### config.mk
export PLATFORM = sky130hd
export DESIGN_NAME = cmd_frame_decoder
export DESIGN_NICKNAME = d
export VERILOG_FILES = /design/src/rtl/cmd_frame_decoder.sv
export SDC_FILE = /design/constraint.sdc
export NUM_CORES = 1
export LEC_CHECK = 0
export BUFFER_PORTS_ARGS = -buffer_cell sky130_fd_sc_hd__buf_4
export CORE_MARGIN = 2
export CORE_UTILIZATION = 27
export DETAILED_ROUTE_END_ITERATION = 16
export GPL_TIMING_DRIVEN = 0
export PLACE_DENSITY_LB_ADDON = 0.12
export SYNTH_ARGS = -nofsm -noshare
export SYNTH_HDL_FRONTEND = slang
export SYNTH_SLANG_ARGS = --single-unit
export TNS_END_PERCENT = 100
### constraint.sdc
create_clock -name clk -period 5.15 [get_ports clk]
set_clock_uncertainty 0.15 [all_clocks]
set_input_delay 1.2875 -clock clk [delete_from_list [all_inputs] [get_ports clk]]
set_output_delay 1.2875 -clock clk [all_outputs]
set_load 0.005 [all_outputs]
### src/rtl/cmd_frame_decoder.sv
module cmd_frame_decoder (
  input  logic       clk,
  input  logic       rst_n,
  input  logic       rx_valid,
  input  logic [7:0] rx_byte,
  output logic       wr_stb,
  output logic [3:0] wr_addr,
  output logic [7:0] wr_data,
  output logic       chk_err
);
  localparam logic [7:0] SYNC0 = 8'h40;
  localparam logic [7:0] ENDB  = 8'h7E;

  typedef enum logic [1:0] {S_HUNT, S_HI, S_LO} st_t;

  st_t        st;
  logic [2:0] pidx;
  logic [7:0] hi_q;

  function automatic logic [7:0] sync_byte(input logic [2:0] i);
    case (i)
      3'd0:    sync_byte = SYNC0;
      3'd1:    sync_byte = 8'h4C;
      3'd2:    sync_byte = 8'h44;
      3'd3:    sync_byte = 8'h53;
      default: sync_byte = ENDB;
    endcase
  endfunction

  wire [15:0] word    = {hi_q, rx_byte};
  wire        word_ok = (word[6] == ~word[5]) && (word[14] == ~word[13]);

  always_ff @(posedge clk) begin
    if (!rst_n) begin
      st      <= S_HUNT;
      pidx    <= '0;
      hi_q    <= '0;
      wr_stb  <= 1'b0;
      chk_err <= 1'b0;
      wr_addr <= '0;
      wr_data <= '0;
    end else begin
      wr_stb  <= 1'b0;
      chk_err <= 1'b0;
      if (rx_valid) begin
        case (st)
          S_HUNT: begin
            if (rx_byte == sync_byte(pidx)) begin
              if (pidx == 3'd4) begin
                st   <= S_HI;
                pidx <= '0;
              end else begin
                pidx <= pidx + 3'd1;
              end
            end else begin
              pidx <= (rx_byte == SYNC0) ? 3'd1 : 3'd0;
            end
          end
          S_HI: begin
            if (rx_byte == ENDB) begin
              st <= S_HUNT;
            end else begin
              hi_q <= rx_byte;
              st   <= S_LO;
            end
          end
          S_LO: begin
            st <= S_HI;
            if (word_ok) begin
              wr_stb  <= 1'b1;
              wr_addr <= word[11:8];
              wr_data <= {word[13:12], word[5:0]};
            end else begin
              chk_err <= 1'b1;
            end
          end
          default: st <= S_HUNT;
        endcase
      end
    end
  end
endmodule

==> metrics.cfg <==
[synthesis]
synthCells=134
ys_ff_latch=26
yosysTopAreaCell=dfxtp_1
netlist_area_um2=1270
yosysTopAreaCellShare_pct=40.8
synth.area.top_cells=dfxtp_1, mux2i_1, nor2_1
syn_nets=150
synth_edf_count=0
syn_area_per_cell_um2=9.51
async_flop_share_pct=0
synthMostInstantiatedCell=dfxtp_1
synth_common_cells=dfxtp_1, nor2_1, mux2i_1
seq_area_frac_synth_pct=40.8
synth.distinct_cells=36
yosys_warnings=0
synth_flop_cell=dfxtp_1

[drt]
drt_iter0_markers=45
drcViolationCount=0
vias_per_cell=4.76
firstDrtPassIters=4
drt_wl_total_um=2750
wl_per_cell_um=12.9
drtAntennaViolNets=0
routed-via-count=1010

[grt]
grt_pass1_vias=1017
grt_max_degree=15
antenna_found_initial=0
grt_pass1_wl_um=4700
grt_usage_pct=11.3
grt-ovfl-total=0

[floorplan]
fp.dieArea_um2=5290
num_io_pins=25
start_util_pct=28.7
die_h_um=72.7
dieWidth_um=72.7
core_area_um2=4440
rows=24

[clock_tree]
cts_buffers=3
clk_pin_slew_ns=0.08
cts.sink_count=26
clock_latency_ns=0.27
cts.path.max_buffers=2
cts_setup_buffers=0
cts_tree=yes
cts.hold.buffers_added=0
clk_root_buffer_cell=clkbuf_8
htreeDepth=1
cts_resized=0

[worst_setup_path]
critPathLaunchType=input port
cp-end-kind=flip-flop
r2r_start=pidx[0]$_SDFFE_PN0P_
critPathMaxFanout=10
cp.arrival_ns=2.55
regToRegSetupSlack_ns=2.94
rr_worst_depth=7
reg2reg_to=pidx[0]$_SDFFE_PN0P_
crit_type=input port to flip-flop
worstPathRequired_ns=5.14

[timing]
tns_ns=0
final_max_slew_viol_count=0
timing.final.crit_period_ns=2.55
finalHoldViolations=0
worst_pin_slew_ns=0.590
fin_crit_sh_pct=49.6
max_freq_mhz=392
setup_violations=0
max_slew_margin_pct=60.7
rsz0062_at_grt=false

[final_layout]
final_area_um2=1560
area_growth_pct=22.4
stdcell_count=212
drive_above_1_share_pct=22.5
num_antenna_cells=0
final_nets=177

[pwr]
finalPower_w=0.000357
power.leakage_nw=0.583
power_density_nw_per_um2=229
max-vdd-ir-drop_v=0.0000851

[placed_design]
dpl_cell_area_um2=1510
hpwlAfterDp_um=2090
gp_congestion=0.692
dp_cells=208
io_buffer_count=22

[job]
maxCapViolations=0

[run_status]
status=finished clean

[min_path]
hp-start=hi_q[4]$_SDFFE_PN0P_
min_path_type=flip-flop to flip-flop
holdPathEnd=hi_q[4]$_SDFFE_PN0P_
holdPathStages=2

cell type report:
| cell class | count | area (um^2) |
|---|---|---|
| multi-input cells | 96 | 697 |
| flip-flops and latches | 26 | 520 |
| inverters | 5 | 18.8 |
| well taps | 52 | 65.1 |
| clock buffers | 4 | 55.1 |
| plain buffers | 7 | 38.8 |
| repair buffers | 22 | 165 |
| fillers | 470 | 2880 |
sequential cells by signal, summed over array words and instances, names as in the netlist:
name and cells:
wr_data 8, hi_q 7, wr_addr 4, pidx 3, st 2, chk_err 1
wr_stb 1
stage by stage:
stage	util, %	worst slack, ns	hold slack [ns]
floorplan	-	2.53	0.310
global placement	33.9	2.35	0.324
detailed placement	33.9	2.28	0.332
CTS	35.1	2.57	0.357
global route	35.1	2.39	0.375
finish	35.1	2.60	0.350
layout by cell type (no fill, tap or decap), types with 2 or more instances in the layout:
| cell type | instances |
|---|---|
| a21oi_1 | 3 |
| a21oi_2 | 2 |
| a32o_1 | 2 |
| buf_4 | 23 |
| clkbuf_1 | 4 |
| clkbuf_8 | 4 |
| dfxtp_1 | 26 |
| ha_1 | 5 |
| inv_1 | 5 |
| mux2i_1 | 19 |
| nand2_1 | 7 |
| nand2b_1 | 2 |
| nand3b_1 | 4 |
| nor2_1 | 25 |
| nor3_1 | 5 |
| xor2_1 | 3 |
how the worst max path moves through the flow:
stage / from / endpoint / slack (ns) / cells past startpoint
floorplan: rx_byte[5] / wr_addr[0]$_SDFFE_PN0P_ / 2.53 / 7
global placement: rx_byte[5] / wr_data[2]$_SDFFE_PN0P_ / 2.35 / 7
detailed placement: rx_byte[5] / wr_addr[2]$_SDFFE_PN0P_ / 2.28 / 7
CTS: rx_byte[5] / wr_addr[2]$_SDFFE_PN0P_ / 2.57 / 7
global route: rx_byte[5] / wr_addr[2]$_SDFFE_PN0P_ / 2.39 / 7
finish: rx_byte[5] / wr_addr[0]$_SDFFE_PN0P_ / 2.60 / 7
worst max-delay path, stage by stage:
cell and delay (ns):
buf_2 0.19, xor2_1 0.20, nand2_1 0.10, nor2_2 0.22, buf_4 0.26, mux2i_1 0.22, nor2_1 0.05
report_power, final:
| group | leakage [nW] | internal (W) | switching (W) |
|---|---|---|---|
| clock network | 0.0288 | 0.0000684 | 0.0000646 |
| logic | 0.345 | 0.00000876 | 0.0000142 |
| registers | 0.209 | 0.000201 | 0.0000000406 |
cell families (layout without fill, tap and decap cells):
kind of cell / after synthesis / after routing / share of synthesized area, %
buf+inv: 12 / 38 / 4.51
mux: 19 / 19 / 14.9
compound gates: 20 / 20 / 14.5
xor+xnor: 3 / 3 / 2.06
flops: 26 / 26 / 40.8
simple gates: 49 / 49 / 18.3
fa+ha+maj: 5 / 5 / 4.91
layer usage:
metal,vias up,GRT usage (%),share of wire [%]
li1,520,-,-
met1,472,14.3,49
met2,13,18.9,46
met3,5,2.49,2.9
met4,0,3.70,1.4
met5,-,0,0
Power figures use the tool's default switching activity.
